## config.mk

```make
export PLATFORM = sky130hd
export DESIGN_NAME = i2cw_master
export DESIGN_NICKNAME = d
export VERILOG_FILES = /design/src/rtl/i2cw_pkg.sv /design/src/rtl/i2cw_cmd_decode.sv /design/src/rtl/i2cw_tick_gen.sv /design/src/rtl/i2cw_line_map.sv /design/src/rtl/i2cw_master.sv
export SDC_FILE = /design/constraint.sdc
export NUM_CORES = 1
export LEC_CHECK = 0
export ABC_AREA = 1
export BUFFER_PORTS_ARGS = -buffer_cell sky130_fd_sc_hd__clkbuf_2
export CAP_MARGIN = 20
export CORE_UTILIZATION = 46
export CTS_CLUSTER_DIAMETER = 60
export DETAILED_ROUTE_END_ITERATION = 10
export PLACE_DENSITY = 0.7
export SYNTH_ARGS = -nofsm -noshare
export SYNTH_HDL_FRONTEND = slang
export SYNTH_SLANG_ARGS = --single-unit
```

## constraint.sdc

```tcl
create_clock -name clk -period 2.1 [get_ports clk]
set_clock_uncertainty 0.2 [all_clocks]
set_input_delay 0.21 -clock clk [delete_from_list [all_inputs] [get_ports clk]]
set_output_delay 0.21 -clock clk [all_outputs]
set_load 0.005 [all_outputs]
```

## src/rtl/i2cw_pkg.sv

```systemverilog
package i2cw_pkg;
  localparam int WORD_W      = 32;
  localparam int PAYLOAD_W   = 24;
  localparam int PHASE_TICKS = 8;
  localparam int ACK_EXTRA   = 3;
  localparam int TCNT_W      = $clog2(PHASE_TICKS + ACK_EXTRA + 1);

  typedef enum logic [2:0] {
    ST_IDLE,
    ST_START,
    ST_BIT,
    ST_ACK,
    ST_STOP
  } seq_state_e;

  typedef struct packed {
    logic                 stop;
    logic                 start;
    logic [1:0]           extra_bytes;
    logic [PAYLOAD_W-1:0] payload;
  } cmd_t;
endpackage

```

## src/rtl/i2cw_cmd_decode.sv

```systemverilog
module i2cw_cmd_decode
  import i2cw_pkg::*;
(
  input  logic [WORD_W-1:0] word,
  output cmd_t              cmd
);
  always_comb begin
    cmd.stop        = word[25];
    cmd.start       = word[24];
    // a count field of 3 is clamped to three bytes
    cmd.extra_bytes = (word[27:26] == 2'd3) ? 2'd2 : word[27:26];
    cmd.payload     = word[PAYLOAD_W-1:0];
  end
endmodule

```

## src/rtl/i2cw_tick_gen.sv

```systemverilog
module i2cw_tick_gen #(
  parameter int DIV_W = 16
) (
  input  logic             clk,
  input  logic             rst_n,
  input  logic             run,
  input  logic [DIV_W-1:0] div,
  output logic             tick
);
  logic [DIV_W-1:0] cnt;

  assign tick = run && (cnt == div);

  always_ff @(posedge clk) begin
    if (!rst_n)            cnt <= '0;
    else if (!run || tick) cnt <= '0;
    else                   cnt <= cnt + 1'b1;
  end
endmodule

```

## src/rtl/i2cw_line_map.sv

```systemverilog
module i2cw_line_map
  import i2cw_pkg::*;
(
  input  seq_state_e st,
  input  logic [1:0] ph,
  input  logic       bit_val,
  output logic       scl_low,
  output logic       sda_low
);
  always_comb begin
    scl_low = 1'b0;
    sda_low = 1'b0;
    unique case (st)
      ST_START: begin
        scl_low = (ph == 2'd2);
        sda_low = (ph != 2'd0);
      end
      ST_BIT: begin
        scl_low = (ph == 2'd0) || (ph == 2'd3);
        sda_low = !bit_val;
      end
      ST_ACK: begin
        scl_low = (ph != 2'd1);
        sda_low = 1'b0;
      end
      ST_STOP: begin
        scl_low = (ph == 2'd0);
        sda_low = 1'b1;
      end
      default: begin
        scl_low = 1'b0;
        sda_low = 1'b0;
      end
    endcase
  end
endmodule

```

## src/rtl/i2cw_master.sv

```systemverilog
module i2cw_master
  import i2cw_pkg::*;
#(
  parameter int DIV_W = 16
) (
  input  logic              clk,
  input  logic              rst_n,
  input  logic [DIV_W-1:0]  clk_div,
  input  logic              in_valid,
  output logic              in_ready,
  input  logic [WORD_W-1:0] in_data,
  output logic              busy,
  output logic              scl_low,
  output logic              sda_low
);
  localparam logic [TCNT_W-1:0] LEN_STD = TCNT_W'(PHASE_TICKS - 1);
  localparam logic [TCNT_W-1:0] LEN_ACK = TCNT_W'(PHASE_TICKS + ACK_EXTRA - 1);

  cmd_t                 cmd_d;
  seq_state_e           st;
  logic [1:0]           ph;
  logic [TCNT_W-1:0]    tcnt;
  logic [2:0]           bidx;
  logic [1:0]           left;
  logic [PAYLOAD_W-1:0] sh;
  logic                 tick_w;
  logic                 accept;
  logic [TCNT_W-1:0]    last_cnt;
  logic                 ph_end;

  assign busy     = (st != ST_IDLE);
  assign in_ready = !busy;
  assign accept   = in_valid && in_ready;
  assign last_cnt = (st == ST_ACK && ph == 2'd2) ? LEN_ACK : LEN_STD;
  assign ph_end   = tick_w && (tcnt == last_cnt);

  i2cw_cmd_decode u_dec (
    .word (in_data),
    .cmd  (cmd_d)
  );

  i2cw_tick_gen #(.DIV_W(DIV_W)) u_tick (
    .clk  (clk),
    .rst_n(rst_n),
    .run  (busy),
    .div  (clk_div),
    .tick (tick_w)
  );

  i2cw_line_map u_map (
    .st     (st),
    .ph     (ph),
    .bit_val(sh[PAYLOAD_W-1]),
    .scl_low(scl_low),
    .sda_low(sda_low)
  );

  always_ff @(posedge clk) begin
    if (!rst_n) begin
      st   <= ST_IDLE;
      ph   <= '0;
      tcnt <= '0;
      bidx <= '0;
      left <= '0;
      sh   <= '0;
    end else if (accept) begin
      ph   <= '0;
      tcnt <= '0;
      bidx <= 3'd7;
      left <= cmd_d.extra_bytes;
      sh   <= cmd_d.payload;
      if (cmd_d.stop)       st <= ST_STOP;
      else if (cmd_d.start) st <= ST_START;
      else                  st <= ST_BIT;
    end else if (tick_w) begin
      if (!ph_end) begin
        tcnt <= tcnt + 1'b1;
      end else begin
        tcnt <= '0;
        unique case (st)
          ST_START: begin
            if (ph == 2'd2) begin
              st   <= ST_BIT;
              ph   <= '0;
              bidx <= 3'd7;
            end else ph <= ph + 1'b1;
          end
          ST_BIT: begin
            if (ph == 2'd3) begin
              ph <= '0;
              sh <= {sh[PAYLOAD_W-2:0], 1'b0};
              if (bidx == 3'd0) st <= ST_ACK;
              else              bidx <= bidx - 1'b1;
            end else ph <= ph + 1'b1;
          end
          ST_ACK: begin
            if (ph == 2'd2) begin
              ph <= '0;
              if (left == 2'd0) st <= ST_IDLE;
              else begin
                left <= left - 1'b1;
                bidx <= 3'd7;
                st   <= ST_BIT;
              end
            end else ph <= ph + 1'b1;
          end
          ST_STOP: begin
            if (ph == 2'd1) begin
              ph <= '0;
              st <= ST_IDLE;
            end else ph <= ph + 1'b1;
          end
          default: st <= ST_IDLE;
        endcase
      end
    end
  end
endmodule

```

[Yosys cells after proc, flatten, opt, wreduce, memory -nomap -nowiden]
Cells that the tools add are included.
Operators by class
  divide/modulo/power cells: 0
  shift operators: 0
  $add $sub $neg: 5
  multipliers: 0
  eq/ne operators: 19
  mux-type cells: 41
  order comparisons: 0
  bitwise gates (word level): 1
  reduce and logical (&&, ||, !) cells: 29
Operators by type and width (count)
  $mux 24: 5
  $mux 3: 17
  $mux 2: 12
  $ne 3x3->1 const B: 6
  $add 16x1->16 const B: 1
  $eq 16x16->1: 1
  $reduce_bool 2->1: 7
  $pmux 3 s4: 1
  $pmux 3 s3: 1
  $mux 4: 2
  $reduce_and 8->1: 1
  $reduce_and 7->1: 1
  $eq 2x2->1 const B: 3
  $eq 3x2->1 const B: 2
  $pmux 2 s3: 1
  $reduce_bool 3->1: 2
  $reduce_or 2->1: 3
  $reduce_and 5->1: 1
  $add 4x1->4 const B: 1
  $eq 4x4->1: 1
  $logic_and 1x1->1: 4
  $logic_not 2->1: 2
  $pmux 1 s4: 1
  $reduce_and 4->1: 1
  16 further kinds: 18
Word-level totals
  memories: 0
  bits in writable memories: 0
  logic and storage cells: 102
  latch bits: 0
  bits of input ports: 51
  register bits after elaboration: 54
  ROM bits: 0

[Depth between registers and ports, before layout]
Gate-level depths: netlist (run 1).
  depth after elaboration: 8
  mapped depth: 13
  mapped depth without buffers: 12

[Cells and area by module]
A second synthesis (run 1) with hierarchy kept.
Unflattened totals
  cells, all modules: 587
  area total of the unflattened synthesis: 3689.8 sq um
By module, submodules not included
  i2cw_master: area an instance 2269.7 sq um, cells each 346, seq. area each 760.7 sq um, times used 1
  i2cw_tick_gen: area an instance 1074.8 sq um, cells each 187, seq. area each 320.3 sq um, times used 1
  i2cw_cmd_decode: area an instance 206.4 sq um, cells each 29, seq. area each 0.0 sq um, times used 1
  i2cw_line_map: area an instance 138.9 sq um, cells each 25, seq. area each 0.0 sq um, times used 1

[Worst setup path before layout (run 1)]
OpenSTA, ideal clock, no wires.
  path kind: flip-flop to flip-flop
  from: reg ph[0]
  to: reg sh[10]
  slack: 0.081 ns
  arrival time: 1.675 ns
  cell stages (with the launch flop): 12
  path buffers: 1
  cell sequence: dfxtp_1 inv_1 ha_1 nand4_1 nor2_1 a21oi_1 nand4_1 nand2_2 nand2_2 buf_2 nand2_1 a21oi_2
Between the ends
  cells in the longest elaborated chain, start to end: 7
RTL lines
  start: declaration: RTL line i2cw_master.sv:21  | logic [1:0] ph;
  start signal: assignment: RTL line i2cw_master.sv:86  | end else ph <= ph + 1'b1;
  start signal: assignment: RTL line i2cw_master.sv:94  | end else ph <= ph + 1'b1;
  start signal: assignment: RTL line i2cw_master.sv:105  | end else ph <= ph + 1'b1;
  $eq 2x2->1: RTL line i2cw_master.sv:34  | assign last_cnt = (st == ST_ACK && ph == 2'd2) ? LEN_ACK : LEN_STD;
  $logic_and 1x1->1: RTL line i2cw_master.sv:34
  $mux 4: RTL line i2cw_master.sv:34
  $eq 4x4->1: RTL line i2cw_master.sv:35  | assign ph_end = tick_w && (tcnt == last_cnt);
  $logic_and 1x1->1: RTL line i2cw_master.sv:35
  $reduce_bool 2->1 (no source line)
  $reduce_and 4->1 (no source line) (*)
  end signal: assignment: RTL line i2cw_master.sv:71  | sh <= cmd_d.payload;
  end signal: assignment: RTL line i2cw_master.sv:91  | sh <= {sh[PAYLOAD_W-2:0], 1'b0};
  end: declaration: RTL line i2cw_master.sv:25  | logic [PAYLOAD_W-1:0] sh;
Mark *: on every way between the ends. The rest lies on a longest branch, timed or not.
A chain may end at the register's enable or synchronous reset.

[Worst setup path in the final report (run 1)]
  from: reg st[0]
  to: out scl_low
Between the ends
  cells in the longest elaborated chain, start to end: 2
RTL lines
  start: declaration: RTL line i2cw_master.sv:20  | seq_state_e st;
  start signal: assignment: RTL line i2cw_master.sv:60  | st <= ST_IDLE;
  start signal: assignment: RTL line i2cw_master.sv:72  | if (cmd_d.stop) st <= ST_STOP;
  start signal: assignment: RTL line i2cw_master.sv:73  | else if (cmd_d.start) st <= ST_START;
  $eq 3x3->1 (tied with other cells): RTL line i2cw_line_map.sv:13  | unique case (st)
  $pmux 1 s4 (*): RTL line i2cw_line_map.sv:13
  end: declaration: RTL line i2cw_master.sv:13  | output logic scl_low,
Marks and branches as above.

==> results.py, run 1 <==
metrics = {
    "worst_setup_path": {
        "path_cells": "inv_1 > nor2_4 > nand2_1 > o22ai_1 > a21oi_1 > o21ai_0 > clkbuf_2",
        "start_kind": "flop",
        "critical_path_arrival_ps": 1530,
        "slowest_delay_ps": 370,
        "path_depth": 7,
        "r2r_cells": 10,
        "r2r_start": "st[2]",
        "crit_type": "reg2out",
        "endpoint": "scl_low",
        "crit_path_top_delay_cell": "dfxtp_2",
        "r2r-end": "left[0]",
        "crit_fanout": 5,
        "cp-startpoint": "st[0]",
        "critPathBufInv": 2,
        "crit_family": "flip-flops",
        "required_ps": 1690,
        "end_kind": "output pin",
        "r2r_slack_ps": 170,
    },
    "grt": {
        "antenna_found_initial": 0,
        "grt_pass1_vias": 2891,
        "grt_max_degree": 27,
        "grt_usage_pct": 20.4,
        "grt_pass1_wl_um": 12300,
        "overflow": 0,
    },
    "logic_synthesis": {
        "synth_top_area_share_pct": 33.1,
        "yosysUniqueCellTypes": 38,
        "syn_area_sq_mm": 0.00326,
        "avgSynthCellArea_sq_um": 6.50,
        "netlist_instances": 502,
        "ys_seq_area_share_pct": 33.1,
        "synth_area_leaders": "dfxtp_1, nand2_1, nor2_1",
        "ys_ff_latch": 54,
        "ys_warn_count": 0,
        "synthesis.nets": 563,
        "yosysTopAreaCell": "dfxtp_1",
    },
    "routing": {
        "wirelength_um": 7000,
        "drc": 0,
        "drt_iter0_markers": 158,
        "viasPerCell": 4.72,
        "ant_nets": 0,
        "post_drt_wl_per_cell_um": 10.7,
        "dr.pass1.iters": 4,
        "vias": 3099,
    },
    "clock_network": {
        "cts.sinks": 54,
        "cts.path.max_buffers": 2,
        "cts_tree": "built",
        "clock-root-buffer": "clkbuf_8",
        "insertion_delay_ps": 300,
        "postCtsSetupRepairBufs": 0,
        "cts_inserted_buffers": 5,
        "path_clk_slew_ps": 90,
        "htreeDepth": 2,
    },
    "floorplanning": {
        "start_util_pct": 47.8,
        "rows": 30,
        "die_area_sq_mm": 0.00743,
        "die_w_um": 86.2,
        "die_y_um": 86.2,
        "core-area_sq_mm": 0.00683,
        "ios": 55,
    },
    "timing": {
        "fin_crit_sh_pct": 92.2,
        "fmax_ghz": 0.517,
        "relSlewSlack_pct": 58.3,
        "fin_setup_tns_ps": 0,
        "finalCriticalPeriod_ps": 1940,
        "rsz0062_at_grt": "true",
        "slew_viol_final": 0,
        "worst_pin_slew_ps": 624,
        "hold_viol": 0,
        "setup_violations": 0,
    },
    "pwr": {
        "finalPower_mw": 3.60,
        "p_per_area_mw_per_mm2": 938,
        "leakagePower_nw": 1.79,
        "ir_drop_v": 0.000457,
    },
    "placed_design": {
        "port_buffers": 50,
        "place.gp.congestion": 0.800,
        "dp_hpwl_um": 5180,
    },
    "final_layout": {
        "diodes": 0,
        "final_core_util_pct": 56.2,
        "syn2layout_area_growth_pct": 17.7,
        "final_nets": 620,
        "drive_gt1_share_pct": 24.6,
    },
    "min_path": {
        "hold_path.class": "in2reg",
        "hp-start": "in_data[3]",
    },
    "flow_run": {
        "drv_cap": 0,
    },
    "status": {
        "outcome": "complete, no violations",
    },
}
report_power, final:
group / internal, mW / switching (mW) / total, mW
clock: 0.267 / 0.333 / 0.600
sequential: 1.25 / 0.134 / 1.38
combinational: 0.622 / 0.999 / 1.62
total: 2.14 / 1.47 / 3.60
sequential cells by signal, indices dropped and copies added, names as in the netlist:
register    cells
left            2
u_tick.cnt     16
st              3
tcnt            4
bidx            3
sh             24
ph              2
cells in the final DEF (no fill, tap or decap), types with 3 or more instances in the layout:
cell type    n
nor2_2       4
ha_1         9
xor2_1       7
nand4_1      5
nand2_2     17
nor3b_1      3
a21oi_2     12
clkbuf_8     6
nand3_1     10
clkbuf_2    50
nand2_1    165
inv_2       10
a21oi_1     21
nor4_1       3
nor2_4       5
inv_1       49
o21bai_1     3
o21ai_1      7
nor2_1      62
dfxtp_2     12
o21ai_0     15
dfxtp_1     40
nor3_1       4
buf_4       10
metrics by stage:
stage	cells	hold WS, ps	cell area (sq um)	setup WS, ps
after CTS	656	14.4	3780	58.0
after floorplan	502	158	3260	81.4
after global routing	656	23.8	3840	-24.2
after global placement	646	250	3660	83.8
final	656	8.77	3840	164
after detailed placement	646	255	3660	16.4
timing repair:
item | in CTS | in global routing
resized for setup | 2 | 25
endpoints found under the hold margin | 2 | 0
pin swaps | 0 | 3
hold buffers | 2 | 0
endpoints found under the setup margin | 4 | 34
worst reg2reg max path, cell delays in order, from the launching register on:
cell and delay, ps:
dfxtp_1 490, inv_2 100, nand2_2 160, inv_1 90, nand2_2 110, inv_1 150, buf_12 190, nand3b_1 80
o21ai_0 70, a21oi_1 130, nor2_1 60
cell usage after synthesis:
library cell	n
o22ai_1	2
nand3b_1	1
dfxtp_1	54
ha_1	10
o21a_1	2
nand2_2	17
o21bai_1	3
clkbuf_1	5
a21oi_1	22
xor2_1	7
inv_1	49
nor2_2	1
inv_2	10
o31ai_1	2
o311ai_0	1
nand2_1	165
buf_12	1
or2_2	1
a211oi_1	2
o211ai_1	2
nor4_1	3
nor3_1	4
o21ai_0	15
buf_2	6
buf_6	2
nor2_4	4
nor2_1	66
xnor2_1	2
or2_4	1
nor3b_1	3
a21oi_2	11
nand2_4	1
o221ai_1	1
a21boi_0	1
o21ai_1	7
nand3_1	12
nand4_1	5
nand3_4	1
cell type report:
cell class,instances,area (sq um)
well taps,96,120
clock inverters,1,5.00
repair buffers,64,385
clock buffers,7,86.3
fillers,697,2990
flip-flops and latches,54,1100
inverters,59,221
multi-input cells,375,1920
per-layer routing:
metal	global-route usage, %	up-vias	part of all wire (%)
met5	0	-	0
met4	4.55	0	0.51
met3	3.33	2	3.7
met2	36.7	49	48
met1	25.6	1360	47
li1	-	1688	-
how the worst min path moves through the flow:
stage | endpoint | cells past startpoint
finish | sh[3] | 3
global route | sh[2] | 5
CTS | sh[10] | 5
detailed placement | sh[22] | 2
global placement | sh[22] | 2
floorplan | sh[0] | 2
kinds of logic (layout without fill, tap and decap cells):
family	count (synthesis)	count (layout)	share of synthesized area, %
fa+ha+maj	10	10	3.83
compound gates	71	71	13.4
buf+inv	73	131	9.59
flops	54	54	33.1
xor+xnor	9	9	2.42
simple gates	285	285	37.7
Power figures use the tool's default switching activity.
==> run 2, diff against run 1 <==
--- a/config.mk
+++ b/config.mk
@@ -11,6 +11,7 @@
 export CORE_UTILIZATION = 46
 export CTS_CLUSTER_DIAMETER = 60
 export DETAILED_ROUTE_END_ITERATION = 10
+export HOLD_SLACK_MARGIN = 0.08
 export PLACE_DENSITY = 0.7
 export SYNTH_ARGS = -nofsm -noshare
 export SYNTH_HDL_FRONTEND = slang
==> run 2 against run 1 <==
Effect of this change:
- global-route usage rose by 1.0 points
- via count up 4.1%
- design area rose by 6.5%
- power increased by 1.4%
- critical path type unchanged
==> results.py, run 2 (same netlist as run 1, synthesis figures left out) <==
metrics = {
    "pwr": {
        "leakagePower_nw": 1.90,
        "intPower_mw": 2.17,
        "combPwrFrac_pct": 45.6,
        "p_per_area_mw_per_mm2": 894,
        "ir_drop_v": 0.000471,
        "power_switching_mw": 1.49,
        "swShare_pct": 40.7,
        "pwr-share-clk_pct": 16.5,
        "p_seq_share_pct": 37.9,
        "finalPower_mw": 3.66,
    },
    "floorplanning": {
        "die_area_sq_mm": 0.00743,
        "die_y_um": 86.2,
        "rows": 30,
        "start_util_pct": 47.8,
        "core-area_sq_mm": 0.00683,
        "ios": 55,
        "die_w_um": 86.2,
    },
    "clock_network": {
        "path_clk_slew_ps": 90,
        "cts_inserted_buffers": 5,
        "cts.path.max_buffers": 2,
        "cts.sinks": 54,
        "clock-root-buffer": "clkbuf_8",
        "cts_tree": "built",
        "insertion_delay_ps": 300,
        "htreeDepth": 2,
    },
    "placed_design": {
        "port_buffers": 50,
        "detailed_place.area_sq_mm": 0.00366,
        "dp_cells": 646,
        "place.gp.congestion": 0.800,
        "dp_hpwl_um": 5180,
    },
    "worst_setup_path": {
        "critical_path_arrival_ps": 1530,
        "crit_fanout": 5,
        "crit_type": "reg2out",
        "r2r_cells": 10,
        "r2r_slack_ps": 180,
        "r2r-end": "left[0]",
        "required_ps": 1690,
        "end_kind": "output pin",
        "start_kind": "flop",
        "r2r_start": "st[2]",
    },
    "routing": {
        "wirelength_um": 7380,
        "vias": 3227,
        "viasPerCell": 4.74,
        "drc": 0,
        "post_drt_wl_per_cell_um": 10.8,
        "drt_iter0_markers": 146,
        "ant_nets": 0,
        "dr.pass1.iters": 4,
    },
    "final_layout": {
        "final_common_cell": "nand2_1",
        "diodes": 0,
        "layout_common_cells": "nand2_1, nor2_1, clkbuf_2",
        "reg.largest.list": "sh (24), u_tick.cnt (16), tcnt (4)",
        "drive_gt1_share_pct": 23.6,
        "largest_reg_flops": 24,
        "final_cells": 681,
        "syn2layout_area_growth_pct": 25.4,
        "postLayoutCellArea_sq_mm": 0.00409,
        "final_nets": 645,
        "top_register": "sh",
    },
    "flow_run": {
        "drv_cap": 0,
    },
    "timing": {
        "slew_viol_final": 0,
        "worst_pin_slew_ps": 608,
        "rsz0062_at_grt": "true",
        "fin_setup_tns_ps": 0,
        "hold_viol": 0,
        "relSlewSlack_pct": 59.4,
        "setup_violations": 0,
        "fmax_ghz": 0.516,
        "fin_crit_sh_pct": 92.3,
        "finalCriticalPeriod_ps": 1940,
    },
    "grt": {
        "grt_pass1_wl_um": 12900,
        "antenna_found_initial": 0,
        "overflow": 0,
        "grt_usage_pct": 21.4,
        "grt_max_degree": 27,
        "grt_pass1_vias": 3049,
    },
    "min_path": {
        "hp-start": "in_data[24]",
        "hold_end": "st[0]",
        "hold_path.class": "in2reg",
        "holdPathStages": 5,
    },
    "status": {
        "outcome": "complete, no violations",
    },
}
==> run 2: what timing repair did <==
action	4_1_cts	5_1_grt
endpoints found under the hold margin	27	0
endpoints found under the setup margin	4	35
setup buffers	0	0
hold buffers	27	0
pin swaps	0	3
resized for setup	2	25
==> run 2: stage by stage <==
stage          setup WS (ps)  hold slack, ps  utilization (%)
6_report                 162            86.0             59.9
3_5_place_dp            16.4             255             53.5
2_1_floorplan           81.4             158                -
3_3_place_gp            83.8             250             53.5
5_1_grt                -24.5             150             59.9
4_1_cts                 58.0            88.7             59.0
==> run 2: cell type report <==
| cell class | instances | area, sq um |
|---|---|---|
| sequential | 54 | 1100 |
| fill | 662 | 2740 |
| tap | 96 | 120 |
| clock inverter | 1 | 5.00 |
| inverter | 59 | 221 |
| timing repair buffer | 89 | 636 |
| multi-input combinational | 375 | 1920 |
| clock buffer | 7 | 86.3 |
==> run 2: power groups by stage <==
stage	Clock (mW)	Sequential [mW]	Combinational, mW
after floorplan	0	1.36	1.25
after global placement	0	1.39	1.56
after detailed placement	0	1.40	1.59
after CTS	0.618	1.37	1.65
after global routing	0.663	1.41	1.91
final	0.604	1.38	1.67
==> run 2: how the worst max path moves through the flow <==
stage / start / to / depth (start not counted)
2_1_floorplan: ph[0] / sh[10] / 11
3_3_place_gp: ph[0] / sh[22] / 12
3_5_place_dp: ph[0] / sh[20] / 12
4_1_cts: ph[0] / st[0] / 12
5_1_grt: st[2] / st[1] / 8
6_report: st[0] / scl_low / 7
==> run 2: per-layer routing <==
layer | vias up | track usage, % | wire [um]
li1 | 1736 | - | -
met1 | 1431 | 26.1 | 3370
met2 | 54 | 39.4 | 3670
met3 | 6 | 3.33 | 244
met4 | 0 | 5.00 | 87
met5 | - | 0 | 0
==> run 2: critical path: stages, from the launching register on <==
cell and delay (ps):
dfxtp_2 380, inv_1 110, nor2_4 150, nand2_1 150, o22ai_1 170, a21oi_1 50, o21ai_0 70, clkbuf_2 140
